==> src/rtl/hzd_pkg.sv <==
package hzd_pkg;

    localparam int REG_IDX_W = 5;

    typedef logic [REG_IDX_W-1:0] reg_idx_t;

    // One in-flight instruction as seen by the hazard logic.
    typedef struct packed {
        logic     dst_en;
        reg_idx_t dst;
        logic     a_en;
        reg_idx_t a;
        logic     b_en;
        reg_idx_t b;
    } instr_rec_t;

    localparam instr_rec_t REC_EMPTY = '0;

    typedef struct packed {
        logic raw;
        logic waw;
        logic war;
    } data_haz_t;

    // Two register references collide only when both are enabled,
    // they name the same register, and that register is not index 0.
    function automatic logic idx_hit(logic en_x, reg_idx_t x,
                                     logic en_y, reg_idx_t y);
        return en_x & en_y & (x == y) & (x != '0);
    endfunction

endpackage

==> src/rtl/hzd_track.sv <==
module hzd_track
    import hzd_pkg::*;
#(
    parameter int DEPTH = 4
) (
    input  logic                    clk,
    input  logic                    rst,
    input  logic                    flush,
    input  logic                    push,
    input  instr_rec_t              push_rec,
    output instr_rec_t [DEPTH-1:0]  stg_q
);

    always_ff @(posedge clk) begin
        if (rst || flush) begin
            for (int i = 0; i < DEPTH; i++) stg_q[i] <= REC_EMPTY;
        end else begin
            stg_q[0] <= push ? push_rec : REC_EMPTY;
            for (int i = 1; i < DEPTH; i++) stg_q[i] <= stg_q[i-1];
        end
    end

    // an accepted record lands in stage 0
    a_r8_push_lands: assert property (@(posedge clk) disable iff (rst)
        (push && !flush) |=> (stg_q[0] == $past(push_rec)));

    // a flush leaves the tracker empty
    a_r9_flush_empties: assert property (@(posedge clk) disable iff (rst)
        flush |=> (stg_q == '0));

    generate
        for (genvar g = 1; g < DEPTH; g++) begin : g_shift_chk
            // one stage per cycle
            a_r8_advance: assert property (@(posedge clk) disable iff (rst)
                !flush |=> (stg_q[g] == $past(stg_q[g-1])));
        end
    endgenerate

endmodule

==> src/rtl/hzd_stage_cmp.sv <==
module hzd_stage_cmp
    import hzd_pkg::*;
#(
    parameter int STG_IDX    = 0,
    parameter int READ_STAGE = 1
) (
    input  instr_rec_t cand,
    input  instr_rec_t older,
    output data_haz_t  hit
);

    // Only records that have not reached the operand-read stage still
    // hold unread sources.
    localparam logic SRC_UNREAD = (STG_IDX < READ_STAGE);

    always_comb begin
        hit.raw = idx_hit(cand.a_en, cand.a, older.dst_en, older.dst)
                | idx_hit(cand.b_en, cand.b, older.dst_en, older.dst);
        hit.waw = idx_hit(cand.dst_en, cand.dst, older.dst_en, older.dst);
        hit.war = SRC_UNREAD
                & (idx_hit(cand.dst_en, cand.dst, older.a_en, older.a)
                 | idx_hit(cand.dst_en, cand.dst, older.b_en, older.b));
    end

endmodule

==> src/rtl/hzd_scoreboard.sv <==
module hzd_scoreboard
    import hzd_pkg::*;
#(
    parameter int DEPTH      = 4,
    parameter int READ_STAGE = 1
) (
    input  logic                 clk,
    input  logic                 rst,
    input  logic                 flush,
    input  logic                 iss_valid,
    input  logic                 iss_src_a_en,
    input  logic [REG_IDX_W-1:0] iss_src_a,
    input  logic                 iss_src_b_en,
    input  logic [REG_IDX_W-1:0] iss_src_b,
    input  logic                 iss_dst_en,
    input  logic [REG_IDX_W-1:0] iss_dst,
    input  logic                 iss_is_div,
    input  logic                 div_busy,
    output logic                 iss_accept,
    output logic                 stall,
    output logic                 haz_raw,
    output logic                 haz_waw,
    output logic                 haz_war,
    output logic                 haz_div
);

    instr_rec_t               cand;
    instr_rec_t [DEPTH-1:0]   stg;
    data_haz_t  [DEPTH-1:0]   stg_hit;
    data_haz_t                any_hit;
    logic                     live;

    always_comb begin
        cand.dst_en = iss_dst_en;
        cand.dst    = iss_dst;
        cand.a_en   = iss_src_a_en;
        cand.a      = iss_src_a;
        cand.b_en   = iss_src_b_en;
        cand.b      = iss_src_b;
    end

    hzd_track #(.DEPTH(DEPTH)) u_track (
        .clk      (clk),
        .rst      (rst),
        .flush    (flush),
        .push     (iss_accept),
        .push_rec (cand),
        .stg_q    (stg)
    );

    generate
        for (genvar s = 0; s < DEPTH; s++) begin : g_cmp
            hzd_stage_cmp #(.STG_IDX(s), .READ_STAGE(READ_STAGE)) u_cmp (
                .cand  (cand),
                .older (stg[s]),
                .hit   (stg_hit[s])
            );
        end
    endgenerate

    always_comb begin
        any_hit = '0;
        for (int s = 0; s < DEPTH; s++) begin
            any_hit.raw = any_hit.raw | stg_hit[s].raw;
            any_hit.waw = any_hit.waw | stg_hit[s].waw;
            any_hit.war = any_hit.war | stg_hit[s].war;
        end
    end

    assign live       = iss_valid & ~flush;
    assign haz_raw    = live & any_hit.raw;
    assign haz_waw    = live & any_hit.waw;
    assign haz_war    = live & any_hit.war;
    assign haz_div    = live & iss_is_div & div_busy;
    assign stall      = haz_raw | haz_waw | haz_war | haz_div;
    assign iss_accept = live & ~stall;

    // a stalled candidate is never accepted
    a_r7_stall_blocks: assert property (@(posedge clk) disable iff (rst)
        stall |-> !iss_accept);

    // a divider conflict always holds the slot
    a_r5_div_stalls: assert property (@(posedge clk) disable iff (rst)
        haz_div |-> stall);

    // after a flush no data hazard can be seen
    a_r9_clear_after_flush: assert property (@(posedge clk) disable iff (rst)
        flush |=> !(haz_raw || haz_waw || haz_war));

    // nothing issues during a flush
    a_r9_no_issue_in_flush: assert property (@(posedge clk) disable iff (rst)
        flush |-> !(iss_accept || stall));

    // destination index 0 takes part in no name dependence
    a_r6_zero_dst: assert property (@(posedge clk) disable iff (rst)
        (iss_dst == '0) |-> !(haz_waw || haz_war));

endmodule

==> config.mk <==
export PLATFORM = sky130hd
export DESIGN_NAME = hzd_scoreboard
export DESIGN_NICKNAME = d
export VERILOG_FILES = /design/src/rtl/hzd_pkg.sv /design/src/rtl/hzd_track.sv /design/src/rtl/hzd_stage_cmp.sv /design/src/rtl/hzd_scoreboard.sv
export SDC_FILE = /design/constraint.sdc
export NUM_CORES = 1
export LEC_CHECK = 0
export CAP_MARGIN = 20
export CORE_ASPECT_RATIO = 0.8
export CORE_MARGIN = 2
export CORE_UTILIZATION = 55
export DETAILED_ROUTE_END_ITERATION = 12
export PLACE_DENSITY = 0.8
export SLEW_MARGIN = 0
export SYNTH_ARGS = -nofsm -noshare
export SYNTH_HDL_FRONTEND = slang
export SYNTH_SLANG_ARGS = --single-unit
==> constraint.sdc <==
create_clock -name clk -period 2.6 [get_ports clk]
set_input_delay 0.52 -clock clk [delete_from_list [all_inputs] [get_ports clk]]
set_output_delay 0.52 -clock clk [all_outputs]
set_load 0.02 [all_outputs]
-- Word-level counts from Yosys, hierarchy flattened
Cells that the tools add are included.
- add/subtract/negate cells: 0
- div/mod/pow operators: 0
- multipliers: 0
- equal/unequal tests: 14
- reductions and logical operators: 5
- magnitude comparators: 0
- mux-type cells: 0
- bitwise logic cells: 66
- shift-type cells: 0
- operators with widths (operator ; number):
    5-bit equality test ; 14
    1-bit AND ; 49
    5-bit nonzero test ; 3
    1-bit OR ; 14
    1-bit NOT ; 3
    2-bit OR reduction ; 1
    1-bit logical OR ; 1
- register bits after elaboration: 36
- memories kept: 0
- latch bits: 0
- bits in writable memories: 0
- memory bits (read-only): 0
- bits of input ports: 24

-- Depth between registers and ports, before layout
Gate-level depths: netlist of run 1.
- depth in word-level cells: 15
- depth in mapped cells: 8
- depth with buffers taken out: 6

-- Cells and area by module
Synthesis of run 1 repeated with hierarchy kept, for this count alone.
- cells, all modules: 322
- area, all modules: 3474.6 um2
- by module, submodules not included (module ; times used ; cells an instance ; area an instance (um2)):
    hzd_track ; 1 ; 161 ; 2268.4
    hzd_stage_cmp (g_cmp[1].u_cmp ...) ; 3 ; 34 ; 256.5
    hzd_stage_cmp (g_cmp[0].u_cmp) ; 1 ; 47 ; 354.1
    hzd_scoreboard ; 1 ; 12 ; 82.6

-- Least setup slack after synthesis of run 1
No wires, ideal clock.
- path type: input port to output port
- start point: input port iss_dst[1]
- end point: output port iss_accept
- buffers on the path: 2
- setup slack: 230 ps
- required time: 2080 ps
- data arrival time: 1850 ps
- cell stages on the path: 6
- cells stage by stage: buf_6 -> or4_4 -> o21ai_2 -> a2bb2oi_2 -> buf_6 -> nor3_2
- word-level cells in the longest chain between the ends: 12
- elaborated cells between the ends (all ways): 30
- ends and longest elaborated chain (what ; RTL line ; text):
    start, declared ; hzd_scoreboard.sv:16 ; input logic [REG_IDX_W-1:0] iss_dst,
    5-bit equality test ; hzd_pkg.sv:29 ; return en_x & en_y & (x == y) & (x != '0);
    1-bit AND (2 in series) ; hzd_pkg.sv:29 ;
    1-bit OR (3 in series) ; hzd_scoreboard.sv:65 ; any_hit.waw = any_hit.waw | stg_hit[s].waw;
    1-bit AND ; hzd_scoreboard.sv:72 ; assign haz_waw = live & any_hit.waw;
    1-bit OR ; hzd_scoreboard.sv:75 ; assign stall = haz_raw | haz_waw | haz_war | haz_div;
    1-bit OR (*) (2 in series) ; hzd_scoreboard.sv:75 ;
    1-bit NOT (*) ; hzd_scoreboard.sv:76 ; assign iss_accept = live & ~stall;
    1-bit AND (*) ; hzd_scoreboard.sv:76 ;
    end, declared ; hzd_scoreboard.sv:19 ; output logic iss_accept,
Every way passes the cells marked *; elsewhere a longest branch is shown, timed or not.

-- Final worst setup path of run 1
- start point: input port iss_dst[4]
- end point: output port iss_accept
Same word-level chain as after synthesis.

==> reports/results.ini, run 1 <==
[outcome]
status=finished, final reports clean

[setup_path]
r2r_end=u_track.stg_q[3]$_SDFF_PP0_
critPathKind=in2out
crit_path_start_kind=input pin
critPathMaxFanout=3
arrival_ns=2.05
r2r_setup_slack_ns=0.66
reg2reg_from=u_track.stg_q[49]$_SDFF_PP0_
worstPathRequired_ns=2.08
end_kind=output port
ff2ff_path_depth=7

[placed_design]
hpwl_mm=4.43
gp_congestion=0.942
pre_cts_slack_ns=-0.788
placed_cell_area_sq_um=2680
numPortBuffers=29

[synthesis]
synth-seq-area-share_pct=32.7
yosysTopAreaCellShare_pct=32.7
yosys.area_share.adder_pct=0
syn_avg_cell_area_sq_um=9.37
synth_top_family_by_area=simple AND/OR/NAND/NOR gates
synth_cells=235
syn-num-nets=259
synth_xor_area_share_pct=27.9
ys_types=24
synthFlopType=dfxtp_1
synthArstFlopShare_pct=0
synthesis.area_sq_um=2200
yosys-top-cells-area=dfxtp_1, xor2_1, nor3_2
synth_compound_area_share_pct=2.27
synthSimpleGateAreaFrac_pct=29.5
yosys_warnings=0
synth_common_cells=xor2_1, dfxtp_1, xnor2_1, nand2_1, nor3_2
ys_seq_elements=36
synth_edf_count=0
synth.most_common_cell=xor2_1
synth_top_area_cell=dfxtp_1
synth.area.mux_share_pct=0

[timing]
skew_ns=0.00358
slew_headroom_pct=34.6
final-setup-viol-count=0
finalCritPeriodShare_pct=98.9
hold_viol=0
rsz0062_at_grt=true
drv_slew=0
layout_setup_ws_ns=0.0276
fmax_ghz=0.389
fin_crit_ns=2.57
tightest_slew_ns=0.978
fin_setup_tns_ns=0

[global_route]
track_usage_pct=29.6
grt_max_degree=19
antenna_found_initial=0
grt.overflow.total=0
grt_pass1_vias=1836
grt_pass1_wl_mm=9.58

[cells_and_area]
syn2layout_area_growth_pct=35.3
antennaDiodeCount=0
fin_area_sq_um=2980
drive_gt1_share_pct=37.5
nets=319
n_fill_cell=265
top_register=u_track.stg_q
largest_reg_flops=36
largestRegisters=u_track.stg_q: 36 flops

[clocking]
cts_sinks=36
cts_root_buffer=clkbuf_8
cts_hold_buffers=0
clkTransAtPathRegs_ns=0.08
cts_buffers=5
cts_tree=yes
clkLatencyLatePin_ns=0.30
clock_path_buffers=2
h-tree-depth=2

[routing]
drc=0
drt-initial-drc-count=193
dr_wl_met2_mm=2.85
wl_met1_mm=2.63
wl_met3_microns=659
antenna_left=0
first_pass_iters=4
totalWireLength_mm=6.20
num_vias=1902
detail_route.wl_per_cell_microns=17.7
viasPerCell=5.42
highest_layer=met4

[die]
die_w_microns=74.7
ios=30
initial_core_util_pct=57.5
core-area_sq_um=3830
std_cell_rows=20
die_area_sq_um=4530
chipHeight_microns=60.6

[pwr]
power_uw=1270
power.leakage_uw=0.00136
irDropWorstVdd_uv=323
powerDensity_nw_per_um2=427

[worst_hold_path]
min_delay_path_depth=1
holdPathEnd=u_track.stg_q[35]$_SDFF_PP0_
hp-class=reg2reg
min-delay-start=u_track.stg_q[17]$_SDFF_PP0_

[job]
maxCapViolations=0

[kinds of logic after synthesis]
kind of cell | after synthesis
buffers and inverters | 22
and+or+nand+nor | 102
DFF | 36
AOI/OAI and AO/OA | 5
xor gates and xnor gates | 70
[final cells by class]
type	instances	area [sq um]	share of cell area, %
tap	55	68.8	2.31
inverter	1	3.75	0.126
sequential	36	726	24.4
clock buffer	5	68.8	2.31
clock inverter	3	42.5	1.43
multi-input combinational	177	1450	48.7
timing repair buffer	74	618	20.8
[critical path, cell delays in order]
cell       delay [ns]
buf_2            0.12
buf_6            0.13
buf_4            0.14
xnor2_2          0.12
nand4_1          0.17
o22a_1           0.25
nand2_1          0.08
a2bb2oi_2        0.19
buf_4            0.14
nor3_2           0.03
buf_4            0.15
[metal layers]
layer / vias up / GRT usage (%)
met5: - / 0
met4: 0 / 7.40
met3: 6 / 8.80
met2: 98 / 45.8
met1: 906 / 40.8
li1: 892 / -
[layout by cell type (no fill, tap or decap), types with 3 or more instances in the layout]
cell type	netlist	final
xnor2_2	0	3
clkbuf_2	0	8
dfxtp_1	36	34
nor3_2	20	20
nand3_1	3	3
buf_4	7	38
buf_6	7	11
nor4_1	12	5
clkbuf_8	0	5
nor2_1	4	4
xor2_2	0	3
nand2_1	21	21
nand4_1	17	17
and2_1	19	18
clkdlybuf4s50_1	0	8
nor4_2	0	6
xor2_1	48	43
xnor2_1	22	19
[timing repair]
item,in CTS,in global routing
setup buffers,4,3
gates resized for setup,56,43
setup endpoints to repair,5,5
pin swaps,22,16
[stage by stage]
stage          utilization, %  hold slack (ns)  std cells
3_5_place_dp             70.0            0.523        336
4_1_cts                  75.5            0.537        348
5_1_grt                  77.8            0.545        351
6_report                 77.8            0.537        351
2_1_floorplan               -            0.476        235
3_3_place_gp             70.0            0.516        336
[power by group]
| group | total, uW | internal, uW | switching [uW] |
|---|---|---|---|
| Clock | 497 | 284 | 213 |
| Sequential | 560 | 555 | 5.08 |
| Combinational | 215 | 109 | 106 |
| Total | 1270 | 948 | 324 |
[how the worst max path moves through the flow]
stage / to / depth (start not counted) / startpoint
global route: iss_accept / 10 / iss_dst[0]
floorplan: iss_accept / 6 / iss_dst[1]
detailed placement: iss_accept / 10 / iss_dst[1]
CTS: iss_accept / 10 / iss_dst[1]
global placement: stall / 9 / iss_dst[3]
finish: iss_accept / 11 / iss_dst[4]
Note: power is estimated with default switching activity, not from simulation.
==> run 2: changes to the inputs <==
--- a/config.mk
+++ b/config.mk
@@ -10,7 +10,8 @@
 export CORE_MARGIN = 2
 export CORE_UTILIZATION = 55
 export DETAILED_ROUTE_END_ITERATION = 12
-export PLACE_DENSITY = 0.8
+export DONT_BUFFER_PORTS = 1
+export PLACE_DENSITY = 0.7
 export SLEW_MARGIN = 0
 export SYNTH_ARGS = -nofsm -noshare
 export SYNTH_HDL_FRONTEND = slang
==> run 2 against run 1 <==
Sequential share of layout area rose by 7.8 points; core utilization shrank 19 points; critical path type is now reg2out; flip-flop and latch count unchanged; setup slack improved by 0.11 ns; first-iteration DRC count is 25% lower; maximum frequency is 4.4% higher; critical endpoint unchanged; combinational power is 61% lower; clock-buffer cell count grew 1; final cell count shrank 20%.
==> reports/results.ini, run 2 (same netlist as run 1, synthesis figures left out) <==
[outcome]
status=finished, final reports clean

[clocking]
cts_resized=0  ; -100%
clkTransAtPathRegs_ns=0.07  ; about the same
clkLatencyLatePin_ns=0.29  ; about the same
h-tree-depth=2  ; unchanged
cts_root_buffer=clkbuf_8
post_cts_buffers=0  ; -4
cts_tree=yes
cts_hold_buffers=0  ; unchanged
clock_path_buffers=2  ; unchanged
cts_sinks=36  ; unchanged
cts_buffers=5  ; unchanged

[timing]
fin_crit_ns=2.46  ; -0.108 ns
slew_headroom_pct=73.0  ; +38 points
rsz0062_at_grt=false
hold_viol=0  ; unchanged
drv_slew=0  ; unchanged
tightest_slew_ns=0.404  ; -0.574 ns
skew_ns=0.00486  ; +0.00129 ns
fmax_ghz=0.406  ; +4.4%
finalCritPeriodShare_pct=94.8  ; -4.2 points
final-setup-viol-count=0  ; unchanged
fin_setup_tns_ns=0  ; unchanged

[routing]
first_pass_iters=4  ; unchanged
detail_route.wl_per_cell_microns=18.8  ; +6.8%
antenna_left=0  ; unchanged
totalWireLength_mm=5.30  ; -15%
viasPerCell=5.58  ; +3.0%
num_vias=1568  ; -18%
drt-initial-drc-count=145  ; -25%
drc=0  ; unchanged

[cells_and_area]
largest_reg_flops=36  ; unchanged
n_fill_cell=351  ; +32%
final_util_pct=58.5  ; -19 points
syn2layout_area_growth_pct=1.82
final_cell_mix=xor2_1, dfxtp_1, xnor2_1
top_register=u_track.stg_q
largestRegisters=u_track.stg_q: 36 flops
mostFrequentLayoutCell=xor2_1
drive_gt1_share_pct=16.8  ; -21 points
fin_area_sq_um=2240  ; -25%
nets=249  ; -22%
antennaDiodeCount=0  ; unchanged

[pwr]
powerDensity_nw_per_um2=471  ; +10%
power.leakage_uw=0.000967  ; -29%
irDropWorstVdd_uv=291  ; -9.9%

[die]
ios=30  ; unchanged
die_w_microns=74.7  ; unchanged
die_area_sq_um=4530  ; unchanged
core-area_sq_um=3830  ; unchanged
initial_core_util_pct=57.5  ; unchanged
std_cell_rows=20  ; unchanged
chipHeight_microns=60.6  ; unchanged

[job]
maxCapViolations=0  ; unchanged

[placed_design]
gp_congestion=0.995  ; +5.6%
hpwl_mm=3.88  ; -13%
numPortBuffers=0  ; -100%
placed_cell_area_sq_um=2140  ; -20%

[setup_path]
end_kind=output port
crit_path_start_kind=flip-flop
arrival_ns=1.94  ; -0.11 ns
critPathMaxFanout=4  ; +1
worstPathRequired_ns=2.08  ; about the same
critPathKind=reg2out
r2r_setup_slack_ns=0.67  ; about the same

[global_route]
grt_pass1_vias=1480  ; -19%
antenna_found_initial=0  ; unchanged
grt.overflow.total=0  ; unchanged
grt_pass1_wl_mm=8.27  ; -14%
grt_max_degree=19  ; unchanged
track_usage_pct=25.9  ; -3.6 points

[worst_hold_path]
hp-class=in2reg

-- run 2: cell count changes in the layout (fill, tap and decap cells not counted), sizes merged --
cell / delta
clkinv: +1
bufinv: -1
dlygate4sd2: -2
clkdlybuf4s15: -2
clkbuf: -7
clkinvlp: -1
buf: -48
dlymetal6s2s: -2
clkdlybuf4s50: -8
-- run 2: cell type report --
type	count	area, sq um	area share [%]
flip-flops and latches	36	721	32.2
clock inverters	2	10.0	0.447
clock buffers	6	82.6	3.69
multi-input cells	177	1330	59.1
inverters	1	3.75	0.168
repair buffers	4	30.0	1.34
well taps	55	68.8	3.07
-- run 2: final timing paths --
kind                                 from  cells past startpoint                      endpoint
max          u_track.stg_q[15]$_SDFF_PP0_                      6                    iss_accept
min reg2reg  u_track.stg_q[17]$_SDFF_PP0_                      1  u_track.stg_q[35]$_SDFF_PP0_
min                          iss_src_b[2]                      2   u_track.stg_q[2]$_SDFF_PP0_
max reg2reg  u_track.stg_q[33]$_SDFF_PP0_                      7   u_track.stg_q[4]$_SDFF_PP0_
-- run 2: critical path: stages, from the launching register on --
cell and delay [ns]:
dfxtp_1 0.47, xor2_1 0.24, nor4_2 0.08, nand4_1 0.10
nand4_1 0.10, a22o_2 0.30, nor3_2 0.35
-- run 2: per-stage QoR --
step / hold slack, ns / std cells / power, uW / worst slack [ns]
after floorplan: 0.476 / 235 / 680 / 0.230
after global placement: 0.516 / 273 / 655 / 0.287
after detailed placement: 0.519 / 273 / 655 / 0.301
after CTS: 0.348 / 281 / 1060 / 0.0921
after global routing: 0.350 / 281 / 1090 / 0.00427
final: 0.350 / 281 / 1060 / 0.136
-- run 2: per-layer routing --
metal	share of wire [%]	global-route usage [%]
met3	12	11.1
met2	41	34.3
met5	0	0
met1	46	38.3
met4	0.93	6.89
-- run 2: power breakdown --
group / internal (uW) / total (uW) / switching (uW)
Clock: 211 / 409 / 198
Combinational: 44.4 / 84.0 / 39.6
Sequential: 557 / 562 / 5.41
==> run 3: changes to the inputs <==
--- a/config.mk
+++ b/config.mk
@@ -11,7 +11,9 @@
 export CORE_UTILIZATION = 55
 export DETAILED_ROUTE_END_ITERATION = 12
 export DONT_BUFFER_PORTS = 1
+export GPL_ROUTABILITY_DRIVEN = 0
 export PLACE_DENSITY = 0.7
+export SKIP_CTS_REPAIR_TIMING = 1
 export SLEW_MARGIN = 0
 export SYNTH_ARGS = -nofsm -noshare
 export SYNTH_HDL_FRONTEND = slang
==> run 3 against run 2 <==
Power fell by 0.28%; routed wire length fell by 1.9%; maximum frequency rose by 0.81%; largest cell class unchanged; largest power group unchanged.
==> reports/results.ini, run 3 (same netlist as run 1, synthesis figures left out) <==
[setup_path]
slowest_delay_ns=0.48  ; about the same
slowest_stage=dfxtp_1
critPathKind=reg2out
critPathMaxFanout=4  ; unchanged
end_kind=output port
critical_path.cell_chain=xor2_1, nor4_1, nand4_1, nand4_1, a22o_2, and2_1
crit_path_frequent_cell=nand4_1
arrival_ns=1.92  ; -0.02 ns
crit_path_start_kind=flip-flop
worstPathRequired_ns=2.08  ; about the same

[cells_and_area]
nets=249  ; unchanged
antennaDiodeCount=0  ; unchanged
fin_cells=281  ; unchanged
final_cell_mix=xor2_1, dfxtp_1, xnor2_1
drive_gt1_share_pct=15.9  ; -0.88 points
largest_reg_flops=36  ; unchanged
multi_input_area_sq_um=1310  ; -0.94%
seq_area_sq_um=721  ; unchanged
n_fill_cell=358  ; +2.0%
largestRegisters=u_track.stg_q: 36 flops
syn2layout_area_growth_pct=1.25
mostFrequentLayoutCell=xor2_1
final_util_pct=58.2  ; -0.33 points
top_register=u_track.stg_q

[pwr]
p_sw_share_pct=22.9  ; -0.17 points
comb_power_share_pct=7.7  ; -0.3 points
intPower_uw=812  ; about the same
power.leakage_uw=0.000966  ; about the same
clockPowerShare_pct=38.9  ; about the same
powerDensity_nw_per_um2=472  ; +0.28%
seq_power_share_pct=53.4  ; about the same
p_switching_uw=241  ; -1.0%
irDropWorstVdd_uv=250  ; -14%

[timing]
final-setup-viol-count=0  ; unchanged
slew_headroom_pct=72.4  ; -0.61 points
layout_setup_ws_ns=0.156  ; +0.0199 ns
fmax_ghz=0.409  ; +0.81%
finalCritPeriodShare_pct=94.0  ; -0.76 points
skew_ns=0.00636  ; +0.00149 ns
tightest_slew_ns=0.413  ; +0.00906 ns
drv_slew=0  ; unchanged
fin_crit_ns=2.44  ; -0.0199 ns
rsz0062_at_grt=false
hold_viol=0  ; unchanged
fin_setup_tns_ns=0  ; unchanged

[placed_design]
pre_cts_slack_ns=0.366  ; +0.0647 ns
placedCellCount=273  ; unchanged
numPortBuffers=0  ; unchanged
hpwl_mm=3.92  ; +1.1%

[routing]
drc=0  ; unchanged
first_pass_iters=4  ; unchanged
totalWireLength_mm=5.20  ; -1.9%
drt-initial-drc-count=159  ; +9.7%
num_vias=1601  ; +2.1%
antenna_left=0  ; unchanged
detail_route.wl_per_cell_microns=18.5  ; -1.9%
viasPerCell=5.70  ; +2.1%

[clocking]
clkLatencyLatePin_ns=0.29  ; about the same
cts_buffers=5  ; unchanged
cts_tree=yes
clkTransAtPathRegs_ns=0.07  ; about the same
cts_sinks=36  ; unchanged
clock_path_buffers=2  ; unchanged
cts_root_buffer=clkbuf_8
h-tree-depth=2  ; unchanged

[global_route]
grt_max_degree=19  ; unchanged
antenna_found_initial=0  ; unchanged
grt.overflow.total=0  ; unchanged
track_usage_pct=25.8  ; -0.17 points
grt_pass1_vias=1593  ; +7.6%
grt_pass1_wl_mm=8.42  ; +1.9%

[worst_hold_path]
hp-class=in2reg

[job]
maxCapViolations=0  ; unchanged

[die]
die_area_sq_um=4530  ; unchanged
initial_core_util_pct=57.5  ; unchanged
ios=30  ; unchanged
chipHeight_microns=60.6  ; unchanged
std_cell_rows=20  ; unchanged
core-area_sq_um=3830  ; unchanged
die_w_microns=74.7  ; unchanged

[outcome]
status=finished, final reports clean

## run 3: layout make-up
class,count,share of cell area (%)
clock inverter,2,0.449
tap,55,3.09
inverter,1,0.168
clock buffer,6,3.71
multi-input combinational,177,58.9
sequential,36,32.3
timing repair buffer,4,1.35
## run 3: worst max-delay path, delay by kind of cell, from the launching register on
| family | cells | cell delay [ns] |
|---|---|---|
| simple gates | 4 | 0.82 |
| flops | 1 | 0.48 |
| compound gates | 1 | 0.20 |
| xor+xnor | 1 | 0.12 |
## run 3: through the flow
stage                     total power, uW  instance area, sq um  hold WS (ns)
final                                1050                  2230         0.349
after global routing                 1090                  2230         0.347
after CTS                            1060                  2230         0.343
after detailed placement              655                  2140         0.513
after floorplan                       680                  2200         0.476
after global placement                654                  2140         0.512
## run 3: worst paths after layout
| kind | startpoint | to | slack, ns | cells after the start |
|---|---|---|---|---|
| worst min register to register | u_track.stg_q[17]$_SDFF_PP0_ | u_track.stg_q[35]$_SDFF_PP0_ | 0.52 | 1 |
| worst max register to register | u_track.stg_q[52]$_SDFF_PP0_ | u_track.stg_q[4]$_SDFF_PP0_ | 0.67 | 7 |
| worst max-delay path | u_track.stg_q[15]$_SDFF_PP0_ | haz_raw | 0.16 | 6 |
| worst min-delay path | iss_src_b[2] | u_track.stg_q[2]$_SDFF_PP0_ | 0.35 | 2 |
## run 3: power groups by stage
stage	registers, uW	clock network [uW]	logic, uW
floorplan	573	0	108
global placement	574	0	79.7
detailed placement	574	0	80.6
CTS	562	416	81.3
global route	562	435	91.0
finish	562	409	81.5
## run 3: layer usage
metal	global-route usage, %	wire length [microns]	vias to the layer above
li1	-	-	759
met1	34.7	2330	759
met2	38.7	2260	71
met3	8.47	527	12
met4	9.69	80	0
met5	0	0	-
